File: src/rtl/ptp_evt_pkg.sv
package ptp_evt_pkg;

  typedef enum logic [1:0] {
    ENC_NONE = 2'd0,
    ENC_L2   = 2'd1,
    ENC_IP4  = 2'd2,
    ENC_IP6  = 2'd3
  } encap_e;

  localparam int ETH_HDR_LEN  = 14;
  localparam int VLAN_LEN     = 4;
  localparam int UDP_LEN      = 8;
  localparam int IP6_LEN      = 40;
  localparam int ETY_POS      = 12;
  localparam int IP4_PROTO_AT = 9;
  localparam int IP6_NH_AT    = 6;

  localparam logic [15:0] ETY_VLAN = 16'h8100;
  localparam logic [15:0] ETY_PTP  = 16'h88F7;
  localparam logic [15:0] ETY_IP4  = 16'h0800;
  localparam logic [15:0] ETY_IP6  = 16'h86DD;
  localparam logic [7:0]  PROTO_UDP = 8'd17;

  // offsets inside the PTP header
  localparam int HOFF_TYPE = 0;
  localparam int HOFF_VER  = 1;
  localparam int HOFF_CLK  = 20;
  localparam int HOFF_PORT = 28;
  localparam int HOFF_SEQ  = 30;
  localparam int HOFF_LAST = 31;
  localparam logic [3:0] PTP_VER2 = 4'd2;

  function automatic logic [2:0] type_to_tag(input logic [3:0] mtype);
    case (mtype)
      4'h0:    return 3'd1;
      4'h2:    return 3'd2;
      4'h3:    return 3'd3;
      4'h1:    return 3'd4;
      default: return 3'd0;
    endcase
  endfunction

  function automatic logic one_step_type(input logic [3:0] mtype);
    return (mtype == 4'h0) || (mtype == 4'h3);
  endfunction

endpackage

File: src/rtl/ptp_evt_framer.sv
module ptp_evt_framer #(
  parameter int POS_W = 10
) (
  input  logic             clk_i,
  input  logic             rst_ni,
  input  logic             vld_i,
  input  logic             sof_i,
  input  logic             eof_i,
  output logic             acc_o,
  output logic             first_o,
  output logic [POS_W-1:0] pos_o
);
  localparam logic [POS_W-1:0] POS_MAX = '1;

  logic             in_frame_q;
  logic [POS_W-1:0] pos_q;

  assign acc_o   = vld_i && (sof_i || in_frame_q);
  assign first_o = vld_i && sof_i;
  assign pos_o   = sof_i ? '0 : pos_q;

  always_ff @(posedge clk_i or negedge rst_ni) begin
    if (!rst_ni) begin
      in_frame_q <= 1'b0;
      pos_q      <= '0;
    end else if (acc_o) begin
      in_frame_q <= !eof_i;
      pos_q      <= (pos_o == POS_MAX) ? pos_o : pos_o + 1'b1;
    end
  end

endmodule

File: src/rtl/ptp_evt_locator.sv
module ptp_evt_locator
  import ptp_evt_pkg::*;
#(
  parameter int POS_W = 10
) (
  input  logic             clk_i,
  input  logic             rst_ni,
  input  logic             acc_i,
  input  logic             first_i,
  input  logic [POS_W-1:0] pos_i,
  input  logic [7:0]       data_i,
  output logic             off_vld_o,
  output logic [POS_W-1:0] off_o,
  output logic             path_ok_o
);
  localparam logic [POS_W-1:0] L3_PLAIN  = POS_W'(ETH_HDR_LEN);
  localparam logic [POS_W-1:0] L3_TAGGED = POS_W'(ETH_HDR_LEN + VLAN_LEN);
  localparam logic [POS_W-1:0] ET_PLAIN  = POS_W'(ETY_POS);
  localparam logic [POS_W-1:0] ET_TAGGED = POS_W'(ETY_POS + VLAN_LEN);
  localparam logic [POS_W-1:0] UDP_W     = POS_W'(UDP_LEN);
  localparam logic [POS_W-1:0] IP6_SKIP  = POS_W'(IP6_LEN + UDP_LEN);
  localparam logic [POS_W-1:0] PROTO_W   = POS_W'(IP4_PROTO_AT);
  localparam logic [POS_W-1:0] NH_W      = POS_W'(IP6_NH_AT);

  logic             vlan_q;
  encap_e           enc_q;
  logic [7:0]       ety_hi_q;
  logic [POS_W-1:0] off_q;
  logic             off_vld_q;
  logic             ok_q;

  logic [POS_W-1:0] l3_base;
  logic [POS_W-1:0] ety_at;
  logic [15:0]      ety;

  assign l3_base = vlan_q ? L3_TAGGED : L3_PLAIN;
  assign ety_at  = vlan_q ? ET_TAGGED : ET_PLAIN;
  assign ety     = {ety_hi_q, data_i};

  always_ff @(posedge clk_i or negedge rst_ni) begin
    if (!rst_ni) begin
      vlan_q    <= 1'b0;
      enc_q     <= ENC_NONE;
      ety_hi_q  <= '0;
      off_q     <= '0;
      off_vld_q <= 1'b0;
      ok_q      <= 1'b0;
    end else if (acc_i) begin
      if (first_i) begin
        vlan_q    <= 1'b0;
        enc_q     <= ENC_NONE;
        off_vld_q <= 1'b0;
        ok_q      <= 1'b0;
      end else begin
        if (pos_i == ety_at) ety_hi_q <= data_i;
        if (pos_i == ety_at + 1'b1) begin
          case (ety)
            ETY_VLAN: if (!vlan_q) vlan_q <= 1'b1;
            ETY_PTP: begin
              enc_q     <= ENC_L2;
              off_q     <= l3_base;
              off_vld_q <= 1'b1;
              ok_q      <= 1'b1;
            end
            ETY_IP4: enc_q <= ENC_IP4;
            ETY_IP6: begin
              enc_q     <= ENC_IP6;
              off_q     <= l3_base + IP6_SKIP;
              off_vld_q <= 1'b1;
            end
            default: ;
          endcase
        end
        if (enc_q == ENC_IP4 && pos_i == l3_base) begin
          if (data_i[7:4] == 4'd4 && data_i[3:0] >= 4'd5) begin
            off_q     <= l3_base + POS_W'({data_i[3:0], 2'b00}) + UDP_W;
            off_vld_q <= 1'b1;
          end else begin
            enc_q <= ENC_NONE;
          end
        end
        if (enc_q == ENC_IP4 && pos_i == l3_base + PROTO_W) ok_q <= (data_i == PROTO_UDP);
        if (enc_q == ENC_IP6 && pos_i == l3_base + NH_W)    ok_q <= (data_i == PROTO_UDP);
      end
    end
  end

  assign off_vld_o = off_vld_q;
  assign off_o     = off_q;
  assign path_ok_o = ok_q;

endmodule

File: src/rtl/ptp_evt_capture.sv
module ptp_evt_capture
  import ptp_evt_pkg::*;
#(
  parameter int POS_W = 10
) (
  input  logic             clk_i,
  input  logic             rst_ni,
  input  logic             acc_i,
  input  logic             first_i,
  input  logic [POS_W-1:0] pos_i,
  input  logic [7:0]       data_i,
  input  logic             off_vld_i,
  input  logic [POS_W-1:0] off_i,
  input  logic             path_ok_i,
  input  logic             one_step_en_i,
  output logic             rec_vld_o,
  output logic [2:0]       rec_tag_o,
  output logic             rec_one_step_o,
  output logic [63:0]      rec_clk_id_o,
  output logic [15:0]      rec_port_o,
  output logic [15:0]      rec_seq_o
);
  localparam logic [POS_W-1:0] R_TYPE = POS_W'(HOFF_TYPE);
  localparam logic [POS_W-1:0] R_VER  = POS_W'(HOFF_VER);
  localparam logic [POS_W-1:0] R_CLK  = POS_W'(HOFF_CLK);
  localparam logic [POS_W-1:0] R_PORT = POS_W'(HOFF_PORT);
  localparam logic [POS_W-1:0] R_SEQ  = POS_W'(HOFF_SEQ);
  localparam logic [POS_W-1:0] R_LAST = POS_W'(HOFF_LAST);

  logic [POS_W-1:0] rel;
  logic             in_hdr;
  logic [2:0]       tag_now;

  logic [3:0]  type_q;
  logic [3:0]  ver_q;
  logic [63:0] clk_q;
  logic [15:0] port_q;
  logic [15:0] seq_q;
  logic [2:0]  tag_q;
  logic        os_q;
  logic        vld_q;

  assign rel     = pos_i - off_i;
  assign in_hdr  = acc_i && !first_i && off_vld_i && (pos_i >= off_i);
  assign tag_now = type_to_tag(type_q);

  always_ff @(posedge clk_i or negedge rst_ni) begin
    if (!rst_ni) begin
      type_q <= '0;
      ver_q  <= '0;
      clk_q  <= '0;
      port_q <= '0;
      seq_q  <= '0;
      tag_q  <= '0;
      os_q   <= 1'b0;
      vld_q  <= 1'b0;
    end else begin
      vld_q <= 1'b0;
      if (in_hdr) begin
        if (rel == R_TYPE) type_q <= data_i[3:0];
        if (rel == R_VER)  ver_q  <= data_i[3:0];
        if (rel >= R_CLK && rel < R_PORT) clk_q  <= {clk_q[55:0], data_i};
        if (rel >= R_PORT && rel < R_SEQ) port_q <= {port_q[7:0], data_i};
        if (rel >= R_SEQ && rel <= R_LAST) seq_q <= {seq_q[7:0], data_i};
        if (rel == R_LAST && path_ok_i && ver_q == PTP_VER2 && tag_now != 3'd0) begin
          vld_q <= 1'b1;
          tag_q <= tag_now;
          os_q  <= one_step_en_i && one_step_type(type_q);
        end
      end
    end
  end

  assign rec_vld_o      = vld_q;
  assign rec_tag_o      = tag_q;
  assign rec_one_step_o = os_q;
  assign rec_clk_id_o   = clk_q;
  assign rec_port_o     = port_q;
  assign rec_seq_o      = seq_q;

endmodule

File: src/rtl/ptp_evt_extract.sv
module ptp_evt_extract #(
  parameter int POS_W = 10
) (
  input  logic        clk_i,
  input  logic        rst_ni,
  input  logic        one_step_en_i,
  input  logic        byte_vld_i,
  input  logic        byte_sof_i,
  input  logic        byte_eof_i,
  input  logic [7:0]  byte_data_i,
  output logic        rec_vld_o,
  output logic [2:0]  rec_tag_o,
  output logic        rec_one_step_o,
  output logic [63:0] rec_clk_id_o,
  output logic [15:0] rec_port_o,
  output logic [15:0] rec_seq_o
);
  logic             acc;
  logic             first;
  logic [POS_W-1:0] pos;
  logic             off_vld;
  logic [POS_W-1:0] off;
  logic             path_ok;

  ptp_evt_framer #(.POS_W(POS_W)) u_framer (
    .clk_i   (clk_i),
    .rst_ni  (rst_ni),
    .vld_i   (byte_vld_i),
    .sof_i   (byte_sof_i),
    .eof_i   (byte_eof_i),
    .acc_o   (acc),
    .first_o (first),
    .pos_o   (pos)
  );

  ptp_evt_locator #(.POS_W(POS_W)) u_locator (
    .clk_i     (clk_i),
    .rst_ni    (rst_ni),
    .acc_i     (acc),
    .first_i   (first),
    .pos_i     (pos),
    .data_i    (byte_data_i),
    .off_vld_o (off_vld),
    .off_o     (off),
    .path_ok_o (path_ok)
  );

  ptp_evt_capture #(.POS_W(POS_W)) u_capture (
    .clk_i          (clk_i),
    .rst_ni         (rst_ni),
    .acc_i          (acc),
    .first_i        (first),
    .pos_i          (pos),
    .data_i         (byte_data_i),
    .off_vld_i      (off_vld),
    .off_i          (off),
    .path_ok_i      (path_ok),
    .one_step_en_i  (one_step_en_i),
    .rec_vld_o      (rec_vld_o),
    .rec_tag_o      (rec_tag_o),
    .rec_one_step_o (rec_one_step_o),
    .rec_clk_id_o   (rec_clk_id_o),
    .rec_port_o     (rec_port_o),
    .rec_seq_o      (rec_seq_o)
  );

endmodule

File: config.mk
export PLATFORM = sky130hd
export DESIGN_NAME = ptp_evt_extract
export DESIGN_NICKNAME = d
export VERILOG_FILES = /design/src/rtl/ptp_evt_pkg.sv /design/src/rtl/ptp_evt_framer.sv /design/src/rtl/ptp_evt_locator.sv /design/src/rtl/ptp_evt_capture.sv /design/src/rtl/ptp_evt_extract.sv
export SDC_FILE = /design/constraint.sdc
export NUM_CORES = 1
export LEC_CHECK = 0
export ABC_AREA = 1
export BUFFER_PORTS_ARGS = -buffer_cell sky130_fd_sc_hd__buf_2
export CAP_MARGIN = 20
export CORE_AREA = 4 4 92 180
export DETAILED_ROUTE_END_ITERATION = 6
export DIE_AREA = 0 0 96 184
export PLACE_DENSITY = 0.7
export SLEW_MARGIN = 20
export SYNTH_ARGS = -nofsm -noshare
export SYNTH_HDL_FRONTEND = slang
export SYNTH_SLANG_ARGS = --single-unit
File: constraint.sdc
create_clock -name clk_i -period 7.5 [get_ports clk_i]
set_clock_uncertainty 0.2 [all_clocks]
set_input_delay 0.375 -clock clk_i [delete_from_list [all_inputs] [get_ports clk_i]]
set_output_delay 0.375 -clock clk_i [all_outputs]
set_load 0.03 [all_outputs]
# --- Word-level counts from Yosys, hierarchy flattened ---
# Index checks and enable logic that the tools add are counted.
op_classes:
  n_addsub: 8
  magnitude_cmp: 8
  eq_ne: 20
  muxes: 29
  n_bitwise: 1
  n_reduce_logical: 38
ops:
  columns: ["op", "count"]
  rows:
  - ["== test 10 bit", 5]
  - ["two-way mux 10 bit", 5]
  - ["== test 16 bit (second input constant)", 3]
  - ["greater-or-equal comparator 10 x 5 -> 1 bit (second input constant)", 3]
  - ["adder 10 x 1 -> 10 bit (second input constant)", 2]
  - ["adder 10 x 4 -> 10 bit (second input constant)", 2]
  - ["less-than comparator 10 x 5 -> 1 bit (second input constant)", 2]
  - ["one-hot mux 10 bit (2 select lines)", 1]
  - ["== test 16 x 12 -> 1 bit (second input constant)", 1]
  - ["logical AND 1 bit", 16]
  - ["two-way mux 1 bit", 15]
  - ["AND reduction 2 bit", 7]
  - ["== test 4 x 2 -> 1 bit (second input constant)", 3]
  - ["one-hot mux 3 bit (4 select lines)", 1]
  - ["adder 10 x 3 -> 10 bit (second input constant)", 1]
  - ["adder 10 x 6 -> 10 bit", 1]
  - ["adder 10 x 6 -> 10 bit (second input constant)", 1]
  - ["== test 10 x 1 -> 1 bit (second input constant)", 1]
  - ["== test 10 bit (second input constant)", 1]
  - ["== test 10 x 5 -> 1 bit (second input constant)", 1]
  - ["greater-or-equal comparator 10 bit", 1]
  - ["<= comparator 10 x 5 -> 1 bit (second input constant)", 1]
  - ["zero test 10 bit", 1]
  - ["two-way mux 5 bit", 2]
  - ["17 further kinds", 27]
word_totals:
  regBits: 143
  input_bits: 14

# --- Longest topological paths before layout ---
logic_depth:
  word_depth: 8
  ltp_mapped: 22
  ltp_nobuf: 20

# --- Modules after synthesis ---
# From an unflattened synthesis, not the netlist that was laid out.
hier_totals:
  hier_cells: 955
  hier_area_um2: 7601.0
by_module_without_submodules:
  columns: ["module", "n_inst", "cells_per_inst", "area_each_um2", "seq_area_each_um2"]
  rows:
  - ["ptp_evt_capture", 1, 608, 5107.4, 2727.6]
  - ["ptp_evt_locator", 1, 231, 1607.8, 575.6]
  - ["ptp_evt_framer", 1, 116, 885.8, 275.3]

# --- Worst setup path before layout ---
# Ideal clock, no wire load.
synth_path:
  path_kind: "input-to-reg"
  from: "in byte_sof_i"
  to: "reg u_capture.clk_q[7] (netlist: u_capture.rec_clk_id_o[7])"
  setup_time_ns: 0.119
  arrival_time_ns: 2.443
  required_time_ns: 7.181
  slack_ns: 4.738
  path_stages: 21
  cell_sequence: "buf_6 nor2_1 inv_1 ha_1 inv_1 ha_1 inv_1 nand2_1 nand2_1 nand2_1 nand3_1 nand2_1 nand2_1 nand2_2 nand3_4 nor2_4 buf_6 nand3_4 buf_6 nand2_1 o21ai_2"
synth_between:
  elab_chain_len: 6
synth_rtl:
  columns: ["element", "line", "text"]
  rows:
  - ["from (decl)", "ptp_evt_extract.sv:8", "input logic byte_sof_i,"]
  - ["branches (longest 5 deep; another with subtractor 10 bit)", null, null]
  - ["AND reduction 2 bit (no source line) *", null, null]
  - ["to (signal assigned)", "ptp_evt_capture.sv:62", "if (rel >= R_CLK && rel < R_PORT) clk_q <= {clk_q[55:0], data_i};"]
  - ["to (decl)", "ptp_evt_capture.sv:36", "logic [63:0] clk_q;"]
# Mark *: on every way between the ends.
# A chain may end at the register's enable or synchronous reset.

# --- Worst setup path after layout ---
layout_path:
  from: "reg u_framer.pos_q[0]"
  to: "reg u_capture.clk_q[7] (netlist: u_capture.rec_clk_id_o[7])"
layout_between:
  elab_chain_len: 5
layout_rtl:
  columns: ["element", "line", "text"]
  rows:
  - ["from (decl)", "ptp_evt_framer.sv:16", "logic [POS_W-1:0] pos_q;"]
  - ["from (signal assigned)", "ptp_evt_framer.sv:28", "pos_q <= (pos_o == POS_MAX) ? pos_o : pos_o + 1'b1;"]
  - ["two-way mux 10 bit *", "ptp_evt_framer.sv:20", "assign pos_o = sof_i ? '0 : pos_q;"]
  - ["subtractor 10 bit", "ptp_evt_capture.sv:43", "assign rel = pos_i - off_i;"]
  - ["greater-or-equal comparator 10 x 5 -> 1 bit or less-than comparator 10 x 5 -> 1 bit (tied branches)", "ptp_evt_capture.sv:62", null]
  - ["logical AND 1 bit", "ptp_evt_capture.sv:62", null]
  - ["AND reduction 2 bit (no source line) *", null, null]
# Mark *: on every way between the ends. The rest lies on a longest branch, timed or not.

==> results.sh <==
export IMPL_ant_nets=0
export IMPL_finalSetupViolCount=0
export IMPL_crit_path_frequent_cell="nand2_1"
export IMPL_synthSimpleGateAreaFrac_pct=34.82
export IMPL_diodes=0
export IMPL_multi_input_area_um2=3231
export IMPL_syn_to_final_growth_pct=16.47
export IMPL_h_tree_depth=4
export IMPL_grt_max_degree=88
export IMPL_rows=64
export IMPL_slowest_delay_ns=0.76
export IMPL_cp_start_kind="flop"
export IMPL_slowest_stage="nand3_4"
export IMPL_rsz0062_at_grt="no"
export IMPL_clock_path_buffers=2
export IMPL_viasPerCell=5.371
export IMPL_ys_types=47
export IMPL_critPathCaptureType="flop"
export IMPL_seq_area_um2=3578
export IMPL_critPathCapture="u_capture.rec_clk_id_o[7]"
export IMPL_r2r_end="u_capture.rec_clk_id_o[7]"
export IMPL_hp_class="input port to flop"
export IMPL_cts_sinks=143
export IMPL_maxSlewViolCount=0
export IMPL_synth_top_family_by_area="simple AND/OR/NAND/NOR gates"
export IMPL_dieArea_um2=17660
export IMPL_drt_total_wl_mm=19.34
export IMPL_grt_pass1_wl_mm=31.48
export IMPL_hpwl_mm=13.96
export IMPL_wl_per_cell_um=15.84
export IMPL_rr_startpoint="u_framer.pos_q[0]"
export IMPL_cp_required_ns=7.58
export IMPL_post_route_util_pct=56.47
export IMPL_irDropWorstVdd_mv=0.1534
export IMPL_clock_latency_ns=0.42
export IMPL_place_congestion=0.9089
export IMPL_grt_overflow=0
export IMPL_p_leak_nw=4.944
export IMPL_synthCells=911
export IMPL_worst_slew_pin_slew_ns=0.8858
export IMPL_synthMuxAreaShare_pct=0
export IMPL_io_pins=115
export IMPL_path_max_fanout=72
export IMPL_synth_cell_area_um2=7416
export IMPL_io_buffer_count=114
export IMPL_core_um2=15290
export IMPL_ys_ff_latch=143
export IMPL_vias=6558
export IMPL_synth_top_area_cell="dfrtp_1"
export IMPL_cts_clk_slew_worst_paths_ns=0.07
export IMPL_n_fill_cell=1438
export IMPL_drive_gt1_share_pct=19.26
export IMPL_die_w_um=96
export IMPL_slew_headroom_pct=40.94
export IMPL_drc=0
export IMPL_synth_seq_area_share_pct=48.25
export IMPL_postSynthAreaPerCell_um2=8.140
export IMPL_synth_fa_ha_area_share_pct=2.632
export IMPL_grt_usage_pct=22.88
export IMPL_ff2ff_path_depth=18
export IMPL_cts_made_buffers=17
export IMPL_finalCriticalPeriod_ns=3.951
export IMPL_yosys_area_share_xor_xnor_pct=0.9280
export IMPL_synth_top_area_share_pct=48.25
export IMPL_status="completed"
export IMPL_synth_nets=940
export IMPL_ys_dominant_reg_cell="dfrtp_1"
export IMPL_cts_tree="done"
export IMPL_cp_startpoint="u_framer.pos_q[0]"
export IMPL_cts_resized=0
export IMPL_synth_edf_count=0
export IMPL_synthTopCellsByArea="dfrtp_1, nand2_1, nand3_1, inv_1, nand4_1"
export IMPL_die_h_um=184
export IMPL_final_hold_viol_count=0
export IMPL_async_reset_ff_share_pct=100.0
export IMPL_worst_r2r_setup_slack_ns=3.55
export IMPL_first_global_vias=6378
export IMPL_firstDrtPassIters=6
export IMPL_finalCritPeriodShare_pct=52.68
export IMPL_crit_arrival_ns=4.03
export IMPL_worstPathCellList="inv_1 -> nor2_1 -> inv_1 -> ha_1 -> inv_1 -> ha_1 -> inv_1 -> nand2_1 -> nand2_1 -> nand2_1 -> nand2_1 -> xor2_2 -> nand2_1 -> nor2_4 -> buf_4 -> nand3_4 -> nand2_1 -> o21ai_2"
export IMPL_synth_compound_area_share_pct=5.045
export IMPL_drv_cap=0
export IMPL_start_util_pct=48.49
export IMPL_cts_root_buf="clkbuf_16"
export IMPL_worst_setup_path_type="flop to flop"
export IMPL_yosys_warnings=0
export IMPL_setup_tns_ns=0
export IMPL_antenna_found_initial=0
export IMPL_initialDrtViolationCount=382
export IMPL_finalNetCount=1039
export IMPL_fmax_ghz=0.2531
export IMPL_power_per_cell_area_nw_per_um2=232.5
## routing by layer
metal  track usage (%)  part of all wire (%)
met1             24.68                    37
met2             41.18                    54
met3             4.547                   4.4
met4             11.23                   4.5
met5                 0                     0
## registers in the layout (all words and copies together), names as in the netlist
register / count
u_capture.rec_clk_id_o: 64
u_capture.rec_port_o: 16
u_capture.rec_seq_o: 16
u_framer.pos_q: 10
u_locator.off_o: 10
u_locator.ety_hi_q: 8
u_capture.type_q: 4
u_capture.ver_q: 4
u_capture.rec_tag_o: 3
u_locator.enc_q: 2
u_capture.rec_one_step_o: 1
u_capture.rec_vld_o: 1
u_framer.in_frame_q: 1
u_locator.off_vld_o: 1
u_locator.path_ok_o: 1
u_locator.vlan_q: 1
## placed cells by master, fill, tap and decap left out, types with 4 or more instances in the layout
| cell type | Yosys | final |
|---|---|---|
| a21oi_1 | 11 | 11 |
| nand3_1 | 102 | 102 |
| dfrtp_1 | 143 | 143 |
| nor2_2 | 7 | 5 |
| ha_1 | 14 | 14 |
| nor2_4 | 2 | 4 |
| bufinv_16 | 0 | 4 |
| o21ai_2 | 8 | 8 |
| nand3_4 | 5 | 5 |
| clkbuf_1 | 10 | 4 |
| nor2_1 | 47 | 47 |
| buf_2 | 12 | 113 |
| xor2_1 | 4 | 4 |
| nand3_2 | 5 | 5 |
| or2_2 | 4 | 4 |
| o21ai_0 | 29 | 29 |
| clkinv_4 | 0 | 4 |
| nor3_1 | 10 | 10 |
| clkbuf_16 | 0 | 17 |
| inv_1 | 82 | 82 |
| nand2_2 | 11 | 11 |
| nand4_1 | 42 | 42 |
| nand2_1 | 307 | 307 |
## worst min path at each step
stage,to,cells past startpoint,from
floorplan,u_capture.rec_clk_id_o[0],0,rst_ni
finish,u_framer.in_frame_q,4,byte_vld_i
global placement,u_capture.type_q[1],2,u_capture.type_q[1]
detailed placement,u_capture.rec_port_o[13],2,u_capture.rec_port_o[13]
CTS,u_framer.in_frame_q,4,byte_vld_i
global route,u_framer.in_frame_q,4,byte_vld_i
## through the flow
step	cells	hold WS, ns	power [mW]	setup slack, ns	area, um2
finish	1221	0.02325	2.008	3.549	8637
CTS	1221	0.01058	2.022	3.566	8637
global route	1221	0.03089	2.098	3.158	8637
detailed placement	1186	0.2574	1.123	3.351	7984
global placement	1186	0.2543	1.119	3.400	7984
floorplan	911	-0.1206	1.052	4.738	7416
## worst max-delay path, delay by kind of cell, from the launching register on
family / cells / cell delay, ns
simple gates: 9 / 1.69
flops: 1 / 0.38
compound gates: 1 / 0.07
buf+inv: 5 / 0.86
xor+xnor: 1 / 0.20
fa+ha+maj: 2 / 0.33
## cells by family (layout without fill, tap and decap cells)
logic type / Yosys count / in the layout
xor gates and xnor gates: 7 / 7
AOI/OAI and AO/OA: 63 / 63
and+or+nand+nor: 557 / 557
adders and majority gates: 15 / 15
buffers and inverters: 126 / 238
DFF: 143 / 143
## synthesized netlist by cell type, types with 4 or more instances
library cell and count:
ha_1 14, nand2_2 11, o21ai_2 8, nand3_4 5
nor3_1 10, nor2_1 47, o21ai_0 29, xor2_1 4
nand3_2 5, buf_6 15, nand2_1 307, a21oi_1 11
inv_1 82, dfrtp_1 143, nor2_2 7, or2_2 4
nand3_1 102, nand4_1 42, clkbuf_1 10, buf_2 12
## cell type report
cell class,count,area share [%]
sequential,143,41.43
multi-input combinational,642,37.40
timing repair buffer,120,7.287
clock buffer,21,5.099
inverter,86,3.795
tap,198,2.868
clock inverter,11,2.115
## timing repair
item | 4_1_cts | 5_1_grt
endpoints found under the setup margin | 0 | 0
hold buffers | 3 | 0
hold endpoints to repair | 88 | 0
buffers inserted | 0 | 0
## report_power, final
| part | switching, mW | internal [mW] |
|---|---|---|
| clock network | 0.335 | 0.562 |
| logic | 0.227 | 0.0777 |
| registers | 0.0167 | 0.789 |
No activity file was read; power rests on OpenSTA's default activity.
